===== src/rtl/td_pkg.sv =====
package td_pkg;
  typedef enum logic [1:0] {
    TD_IDLE  = 2'd0,
    TD_WAIT  = 2'd1,
    TD_GRANT = 2'd2,
    TD_DRAIN = 2'd3
  } td_state_e;
endpackage


===== src/rtl/td_ctrl.sv =====
module td_ctrl
  import td_pkg::*;
#(
  parameter int NMBX  = 32,
  parameter int PTR_W = $clog2(NMBX)
) (
  input  logic             clk,
  input  logic             rst_n,
  input  logic             ctl_wr,
  input  logic [PTR_W-1:0] ctl_ptr,
  input  logic             ctl_req,
  input  logic [NMBX-1:0]  mbx_busy,
  output logic             req_o,
  output logic             ack_o,
  output logic [PTR_W-1:0] ptr_o
);
  td_state_e        st_q, st_d;
  logic [PTR_W-1:0] ptr_q, ptr_d;
  logic             ptr_en;
  logic             sel_busy;

  assign sel_busy = mbx_busy[ptr_q];

  always_comb begin
    st_d   = st_q;
    ptr_d  = ctl_ptr;
    ptr_en = 1'b0;
    unique case (st_q)
      TD_IDLE: begin
        if (ctl_wr) begin
          ptr_en = 1'b1;
          if (ctl_req) st_d = TD_WAIT;
        end
      end
      TD_WAIT: begin
        if (ctl_wr) begin
          ptr_en = 1'b1;
          st_d   = ctl_req ? TD_WAIT : TD_IDLE;
        end else if (!sel_busy) begin
          st_d = TD_GRANT;
        end
      end
      TD_GRANT: begin
        if (ctl_wr && !ctl_req) st_d = TD_DRAIN;
      end
      TD_DRAIN: st_d = TD_IDLE;
      default:  st_d = TD_IDLE;
    endcase
  end

  always_ff @(posedge clk or negedge rst_n) begin
    if (!rst_n) begin
      st_q <= TD_IDLE;
    end else begin
      st_q <= st_d;
    end
  end

  always_ff @(posedge clk or negedge rst_n) begin
    if (!rst_n) begin
      ptr_q <= '0;
    end else if (ptr_en) begin
      ptr_q <= ptr_d;
    end
  end

  assign req_o = (st_q == TD_WAIT) || (st_q == TD_GRANT);
  assign ack_o = (st_q == TD_GRANT) || (st_q == TD_DRAIN);
  assign ptr_o = ptr_q;
endmodule


===== src/rtl/td_wr_gate.sv =====
module td_wr_gate #(
  parameter int NMBX  = 32,
  parameter int PTR_W = $clog2(NMBX)
) (
  input  logic             dwr_valid,
  input  logic [PTR_W-1:0] dwr_mbx,
  input  logic [NMBX-1:0]  mbx_tx_en,
  input  logic [NMBX-1:0]  hold,
  output logic             dwr_ok
);
  logic live_tx;
  logic unlocked;

  assign live_tx  = mbx_tx_en[dwr_mbx];
  assign unlocked = hold[dwr_mbx];
  assign dwr_ok   = dwr_valid && (!live_tx || unlocked);
endmodule


===== src/rtl/td_rrq_slice.sv =====
module td_rrq_slice (
  input  logic clk,
  input  logic rst_n,
  input  logic hold,
  input  logic rrq,
  output logic trig
);
  logic pend_q, pend_d;
  logic trig_q, trig_d;

  always_comb begin
    pend_d = hold && (pend_q || rrq);
    trig_d = !hold && (pend_q || rrq);
  end

  always_ff @(posedge clk or negedge rst_n) begin
    if (!rst_n) begin
      pend_q <= 1'b0;
      trig_q <= 1'b0;
    end else begin
      pend_q <= pend_d;
      trig_q <= trig_d;
    end
  end

  assign trig = trig_q;
endmodule


===== src/rtl/mbx_tdis.sv =====
module mbx_tdis #(
  parameter int NMBX  = 32,
  parameter int PTR_W = $clog2(NMBX)
) (
  input  logic             clk,
  input  logic             rst_n,
  input  logic             ctl_wr,
  input  logic [PTR_W-1:0] ctl_ptr,
  input  logic             ctl_req,
  input  logic [NMBX-1:0]  mbx_tx_en,
  input  logic [NMBX-1:0]  mbx_busy,
  input  logic [NMBX-1:0]  rrq_in,
  input  logic             dwr_valid,
  input  logic [PTR_W-1:0] dwr_mbx,
  output logic             dwr_ok,
  output logic             td_req,
  output logic             td_ack,
  output logic [PTR_W-1:0] td_ptr,
  output logic [NMBX-1:0]  arb_excl,
  output logic [NMBX-1:0]  tx_trig
);
  logic [NMBX-1:0] hold;

  td_ctrl #(.NMBX(NMBX), .PTR_W(PTR_W)) u_ctrl (
    .clk      (clk),
    .rst_n    (rst_n),
    .ctl_wr   (ctl_wr),
    .ctl_ptr  (ctl_ptr),
    .ctl_req  (ctl_req),
    .mbx_busy (mbx_busy),
    .req_o    (td_req),
    .ack_o    (td_ack),
    .ptr_o    (td_ptr)
  );

  for (genvar i = 0; i < NMBX; i++) begin : g_mbx
    assign hold[i] = td_ack && (td_ptr == PTR_W'(i));
    td_rrq_slice u_slice (
      .clk   (clk),
      .rst_n (rst_n),
      .hold  (hold[i]),
      .rrq   (rrq_in[i]),
      .trig  (tx_trig[i])
    );
  end

  td_wr_gate #(.NMBX(NMBX), .PTR_W(PTR_W)) u_gate (
    .dwr_valid (dwr_valid),
    .dwr_mbx   (dwr_mbx),
    .mbx_tx_en (mbx_tx_en),
    .hold      (hold),
    .dwr_ok    (dwr_ok)
  );

  assign arb_excl = hold;
endmodule


===== config.mk =====
export PLATFORM = sky130hd
export DESIGN_NAME = mbx_tdis
export DESIGN_NICKNAME = d
export VERILOG_FILES = /design/src/rtl/td_pkg.sv /design/src/rtl/td_ctrl.sv /design/src/rtl/td_wr_gate.sv /design/src/rtl/td_rrq_slice.sv /design/src/rtl/mbx_tdis.sv
export SDC_FILE = /design/constraint.sdc
export NUM_CORES = 1
export LEC_CHECK = 0
export ABC_CLOCK_PERIOD_IN_PS = 2500
export BUFFER_PORTS_ARGS = -buffer_cell sky130_fd_sc_hd__buf_2
export CORE_MARGIN = 5
export CORE_UTILIZATION = 40
export DETAILED_ROUTE_END_ITERATION = 10
export PLACE_DENSITY = 0.71
export SLEW_MARGIN = 10
export SYNTH_ARGS = -nofsm -noshare
export SYNTH_HDL_FRONTEND = slang
export SYNTH_SLANG_ARGS = --single-unit

===== constraint.sdc =====
create_clock -name clk -period 2.5 [get_ports clk]
set_input_delay 0 -clock clk [delete_from_list [all_inputs] [get_ports clk]]
set_output_delay 0 -clock clk [all_outputs]
set_load 0.02 [all_outputs]

==> results of run 1 <==
## layout by cell type, fill, tap and decap left out, types with 6 or more instances in the layout
master,n
mux4_2,6
buf_2,181
buf_4,8
nor2_1,102
dlygate4sd3_1,38
dfrtp_1,67
mux2_2,8
nand2_1,10
clkbuf_8,11
mux2i_1,15
nor3_1,36
## routing by layer
metal / up-vias / track usage (%) / part of all wire [%]
li1: 1579 / - / -
met1: 1537 / 22.87 / 41
met2: 133 / 32.64 / 50
met3: 11 / 4.657 / 7.1
met4: 0 / 4.238 / 1.5
met5: - / 0 / 0
## area by class of cell
cell class / count / share of cell area [%]
clock inverters: 5 / 1.108
repair buffers: 227 / 26.50
inverters: 5 / 0.3695
flip-flops and latches: 71 / 35.07
clock buffers: 11 / 2.980
multi-input cells: 235 / 30.79
well taps: 129 / 3.177
## power by group through the flow
stage	registers (mW)	logic [mW]	clock network, mW
2_1_floorplan	1.39	1.16	0
3_3_place_gp	1.42	1.44	0
3_5_place_dp	1.44	1.47	0
4_1_cts	1.42	1.56	0.989
5_1_grt	1.45	1.73	1.04
6_report	1.43	1.59	0.951
## kinds of logic after synthesis
group | after synthesis
AO/OA/AOI/OAI | 24
XOR/XNOR | 5
adder cells (fa/ha/maj) | 4
buffers and inverters | 89
flip-flops | 71
multiplexers | 33
AND/OR/NAND/NOR | 169
## worst min-delay path, cell delays in order
cell	delay, ns
buf_2	0.12
nand2b_1	0.14
mux2i_1	0.07
## through the flow
| stage | power, mW | setup TNS (ns) |
|---|---|---|
| after global routing | 4.215 | -0.002433 |
| after CTS | 3.969 | 0 |
| after detailed placement | 2.914 | 0 |
| final | 3.966 | 0 |
| after floorplan | 2.552 | 0 |
| after global placement | 2.869 | 0 |
## timing repair
item                                   CTS  global route
setup endpoints to repair                1             1
pin swaps                                0             1
hold buffers                            38             0
setup buffers                            2             0
endpoints found under the hold margin  140             0
resized for setup                        6            12
## how the worst max path moves through the flow
| stage | end | startpoint | cells past startpoint | slack (ns) |
|---|---|---|---|---|
| finish | dwr_ok | u_ctrl.st_q[0] | 9 | 0.09 |
| global route | dwr_ok | u_ctrl.st_q[0] | 9 | -0.002 |
| CTS | dwr_ok | u_ctrl.st_q[0] | 9 | 0.005 |
| detailed placement | dwr_ok | u_ctrl.st_q[0] | 9 | 0.25 |
| global placement | dwr_ok | u_ctrl.st_q[0] | 9 | 0.33 |
| floorplan | dwr_ok | u_ctrl.st_q[0] | 9 | 0.25 |
## state kept, by name (all words and copies together) (netlist names), named ones only
signal / count
g_mbx.u_slice.pend_q: 32
g_mbx.u_slice.trig: 32
u_ctrl.ptr_o: 5
u_ctrl.st_q: 1
==> out/metrics.yaml, run 1 <==
yosys:
  synth-edff-count: 0
  synth_top_family_by_area: "simple AND/OR/NAND/NOR gates"
  synthArstFlopShare_pct: 100.0
  synth_fa_ha_area_share_pct: 1.297
  ys_ff_latch: 71
  synthTopCellsByArea: "dfrtp_1 46%, buf_4 13%, nor2_1 9.9%"
  synth_mux_area_share_pct: 12.46
  synth_area_per_cell_um2: 9.766
  synth_seq_area_share_pct: 46.06
  ys.warnings.count: 0
  synthTopCellsByCount: "102 x nor2_1, 71 x dfrtp_1, 65 x buf_4"
  syn-instance-count: 395
  synth.most_common_cell: "nor2_1"
  synth_ff_type: "dfrtp_1"
  syn-num-nets: 510
  yosysUniqueCellTypes: 41
  synth-compound-area-share_pct: 4.606
  synth_area_um2: 3857
  synth_largest_area_cell: "dfrtp_1"
  synthXorXnorAreaFrac_pct: 1.135
  synth_top_area_share_pct: 46.06
  yosys.area_share.simple_pct: 19.07
grt:
  grt_pass1_wl_mm: 16.67
  grt-ovfl-total: 0
  grt_max_degree: 72
  track_usage_pct: 18.52
  grt_pass1_vias: 3399
  antenna_found_initial: 0
cts:
  insertion_delay_ns: 0.34
  clk_pin_slew_ns: 0.09
  cts_max_path_buffers: 2
  root_buffer: "clkbuf_8"
  cts-buffers-inserted: 9
  clock-sinks: 71
  htreeDepth: 3
  cts_tree: "built"
timing:
  slew_violations: 0
  timing.slew.headroom_pct: 40.99
  clock.fmax_mhz: 414.7
  fin_skew_ns: 0.01684
  worstMarginPinSlew_ns: 0.8851
  fin_crit_sh_pct: 96.45
  fin_crit_ns: 2.411
  finalSetupViolations: 0
  worst_slack_ns: 0.08868
  holdWs_ns: 0.02492
  final-hold-violation-count: 0
worst_setup_path:
  crit_chain: "inv_2 -> ha_2 -> o21bai_1 -> or3_4 -> o41ai_4 -> nor2_1 -> a211oi_2 -> o311a_1 -> buf_2"
  critPathKind: "flip-flop to output pin"
  reg2reg_from: "u_ctrl.ptr_o[0]"
  required_ns: 2.50
  rrSetupSlack_ns: 0.31
  cp.arrival_ns: 2.41
  critical_path.max_fanout: 4
  reg2regPathDepth: 6
  crit_path_end_kind: "output pin"
  start_kind: "flip-flop"
  cpPeakStageDelay_ns: 0.44
  path_buf_inv: 2
  critPathTopFamily: "compound AO/OA/AOI/OAI gates"
  r2r-end: "u_ctrl.st_q[0]"
  crit_path_top_delay_cell: "dfrtp_2"
finish:
  nFillCells: 872
  nNetsFinal: 664
  final_cells: 683
  regArea_um2: 1782
  multi_input_area_um2: 1564
  post_route_cells_drive_above_1_share_pct: 43.32
  fin_area_um2: 5080
  utilization_pct: 54.46
  areaGrowthSynthToFinish_pct: 31.69
  diodes: 0
power_and_ir_drop:
  p_sw_share_pct: 38.88
  p_leak_nw: 2.545
  ir_worst_vdd_mv: 0.5851
  p_int_mw: 2.424
  powerDensity_nw_per_um2: 780.7
  power_frac_comb_pct: 40.1
  clkPwrFrac_pct: 24.0
  seqPwrFrac_pct: 35.9
  power_switching_mw: 1.542
placed_design:
  dp.cells: 627
  place_ws_ns: 0.2462
  place_area_um2: 4395
  detailed_place_hpwl_mm: 7.919
  io_buffers: 182
  place.gp.congestion: 0.8444
drt:
  vias: 3260
  routed_wl_mm: 10.82
  wl_per_cell_um: 15.84
  postRouteAntennaNets: 0
  drt_iter0_drc: 114
  vias_per_cell: 4.773
  firstDrtPassIters: 5
  drc_errors: 0
floorplan:
  dieArea_um2: 11710
  die_h_um: 108.2
  start_util_pct: 41.35
  io-pin-count: 183
  rows: 35
  die_w_um: 108.2
  core_um2: 9328
min_path:
  hold_path.class: "primary input to flip-flop"
  hold_start: "ctl_wr"
  min_path_cells: 3
job:
  maxCapViolCount: 0
status:
  status: "finished, final reports clean"
No activity file was read; power rests on OpenSTA's default activity.
==> inputs of run 2 (changes only) <==
Settings changed: CORE_MARGIN 5 to 2, CORE_UTILIZATION 40 to 47, PLACE_DENSITY 0.71 to 0.81.
==> run 2 against run 1 <==
Net effect:
- global-route usage rose by 4.9 points
- non-clock buffer count increased by 3
- power up 0.11%
- sequential share of layout area grew 0.28 points
- hold slack worse by 0.0048 ns
- clock power up 2.7%
- core utilization grew 7.7 points
- via count grew 1.4%
- design area fell by 0.94%
- final cell count is 3.1% lower
- critical path depth stayed put
- combinational power is essentially flat
- largest power group unchanged
==> out/metrics.yaml, run 2 (synthesis results as in run 1) <==
grt:
  grt-ovfl-total: 0  # unchanged
  grtUsageMet1_pct: 27.07  # was 22.87%
  grt_pass1_vias: 3346  # was 3399
  antenna_found_initial: 0  # unchanged
  grt_pass1_wl_mm: 15.86  # was 16.67 mm
  grt_max_degree: 72  # unchanged
  met3_usage_pct: 4.948  # was 4.657%
  top_usage_layer: "met2"  # unchanged
  track_usage_pct: 23.39  # was 18.52%
  grtUsageMet2_pct: 43.21  # was 32.64%
floorplan:
  core_um2: 8093  # was 9328 µm²
  die_w_um: 94.60  # was 108.2 µm
  dieArea_um2: 8948  # was 11710 µm²
  rows: 33  # was 35
  io-pin-count: 183  # unchanged
  start_util_pct: 47.67  # was 41.35%
  die_h_um: 94.60  # was 108.2 µm
timing:
  worstMarginPinSlew_ns: 0.9107  # was 0.8851 ns
  fin_skew_ns: 0.008331  # was 0.01684 ns
  clock.fmax_mhz: 414.2  # was 414.7 MHz
  setup_tns_ns: 0  # unchanged
  slew_violations: 0  # unchanged
  final-hold-violation-count: 0  # unchanged
  finalSetupViolations: 0  # unchanged
  grt_setup_unrepaired: "false"
  timing.slew.headroom_pct: 39.29  # was 40.99%
  fin_crit_ns: 2.414  # was 2.411 ns
  fin_crit_sh_pct: 96.56  # was 96.45%
finish:
  nNetsFinal: 667  # was 664
  areaGrowthSynthToFinish_pct: 30.46  # was 31.69%
  multi_input_area_um2: 1521  # was 1564 µm²
  final_cells: 662  # was 683
  regArea_um2: 1779  # was 1782 µm²
  mostFrequentLayoutCell: "buf_2"  # unchanged
  diodes: 0  # unchanged
  nFillCells: 687  # was 872
  post_route_cells_drive_above_1_share_pct: 42.73  # was 43.32%
  final_cell_mix: "181 x buf_2, 102 x nor2_1, 69 x dfrtp_1"  # was 181 x buf_2, 102 x nor2_1, 67 x dfrtp_1
worst_setup_path:
  crit_path_end_kind: "output pin"  # unchanged
  crit_chain: "inv_2 -> ha_2 -> o21bai_2 -> or3_1 -> o21ai_0 -> o21ai_0 -> a211oi_2 -> o311a_1 -> buf_4"  # was inv_2 -> ha_2 -> o21bai_1 -> or3_4 -> o41ai_4 -> nor2_1 -> a211oi_2 -> o311a_1 -> buf_2
  cp.arrival_ns: 2.41  # about the same
  start_kind: "flip-flop"  # unchanged
  required_ns: 2.50  # about the same
  cpPeakStageDelay_ns: 0.41  # was 0.44 ns
  critPathKind: "flip-flop to output pin"  # unchanged
  crit_path_frequent_cell: "o21ai_0"
  critical_path.max_fanout: 4  # unchanged
  crit_path_top_delay_cell: "dfrtp_2"  # unchanged
drt:
  vias: 3306  # was 3260
  postRouteAntennaNets: 0  # unchanged
  vias_per_cell: 4.994  # was 4.773
  wl_per_cell_um: 15.71  # was 15.84 µm
  drt_iter0_drc: 108  # was 114
  routed_wl_mm: 10.40  # was 10.82 mm
  drc_errors: 0  # unchanged
  firstDrtPassIters: 4  # was 5
power_and_ir_drop:
  p_leak_nw: 2.550  # was 2.545 nW
  powerDensity_nw_per_um2: 789.0  # was 780.7 nW/µm²
  ir_worst_vdd_mv: 0.3862  # was 0.5851 mV
  total_power_mw: 3.970  # was 3.966 mW
placed_design:
  io_buffers: 182  # unchanged
  detailed_place_hpwl_mm: 7.563  # was 7.919 mm
  place.gp.congestion: 0.9844  # was 0.8444
  dp.cells: 606  # was 627
cts:
  insertion_delay_ns: 0.34  # about the same
  cts-buffers-inserted: 9  # unchanged
  cts_max_path_buffers: 2  # unchanged
  root_buffer: "clkbuf_8"  # unchanged
  clock-sinks: 71  # unchanged
  clk_pin_slew_ns: 0.08  # was 0.09 ns
  htreeDepth: 3  # unchanged
  cts_tree: "built"  # unchanged
job:
  maxCapViolCount: 0  # unchanged
status:
  status: "finished, final reports clean"  # unchanged
min_path:
  hold_path.class: "primary input to flip-flop"  # unchanged
[run 2: worst max-delay path, delay by kind of cell, from the launching register on]
kind                     cells  cell delay (ns)
AO/OA/AOI/OAI                5             0.86
AND/OR/NAND/NOR              1             0.36
flip-flops                   1             0.41
buffers and inverters        2             0.22
adder cells (fa/ha/maj)      1             0.21
[run 2: layout make-up]
class / instances / area share (%)
clock buffer: 10 / 2.735
multi-input combinational: 235 / 30.23
inverter: 5 / 0.3729
sequential: 71 / 35.36
tap: 105 / 2.611
timing repair buffer: 230 / 27.20
clock inverter: 6 / 1.492
[run 2: final timing paths]
| kind | end | from | slack [ns] | depth (start not counted) |
|---|---|---|---|---|
| worst max register to register | flip-flop | u_ctrl.ptr_o[0] | 0.23 | 7 |
| max in group asynchronous | u_ctrl.st_q[0] | rst_n | 1.46 | 3 |
| min in group asynchronous | g_mbx[16].u_slice.trig | rst_n | 0.41 | 3 |
| worst max-delay path | dwr_ok | u_ctrl.st_q[0] | 0.09 | 9 |
| worst min register to register | g_mbx[17].u_slice.trig | g_mbx[17].u_slice.pend_q | 0.48 | 2 |
| worst min-delay path | flip-flop | ctl_wr | 0.02 | 3 |
[run 2: stage by stage]
step | hold slack [ns] | instance area, µm² | setup slack (ns) | util [%]
3_5_place_dp | 0.2338 | 4385 | 0.2357 | 54.19
3_3_place_gp | 0.2269 | 4385 | 0.2695 | 54.19
2_1_floorplan | -0.2956 | 3857 | 0.2509 | -
6_report | 0.02012 | 5032 | 0.08596 | 62.18
4_1_cts | 0.007865 | 4997 | 0.006828 | 61.75
5_1_grt | 0.05615 | 5032 | 0.01548 | 62.18
[run 2: power by group]
group / internal (mW) / switching, mW / leakage, nW
clock: 0.506 / 0.471 / 0.106
sequential: 1.26 / 0.128 / 0.901
combinational: 0.651 / 0.954 / 1.54
total: 2.42 / 1.55 / 2.55
[run 2: what timing repair did]
| action | CTS | global route |
|---|---|---|
| hold buffers | 38 | 0 |
| endpoints found under the hold margin | 139 | 0 |
| pin swaps | 0 | 2 |
| setup endpoints to repair | 1 | 1 |
| gates resized for setup | 3 | 8 |
| setup buffers | 1 | 1 |
[run 2: metal layers]
| metal | routed length, µm | vias to the layer above |
|---|---|---|
| li1 | - | 1581 |
| met1 | 4159 | 1536 |
| met2 | 5285 | 172 |
| met3 | 761 | 17 |
| met4 | 191 | 0 |
| met5 | 0 | - |
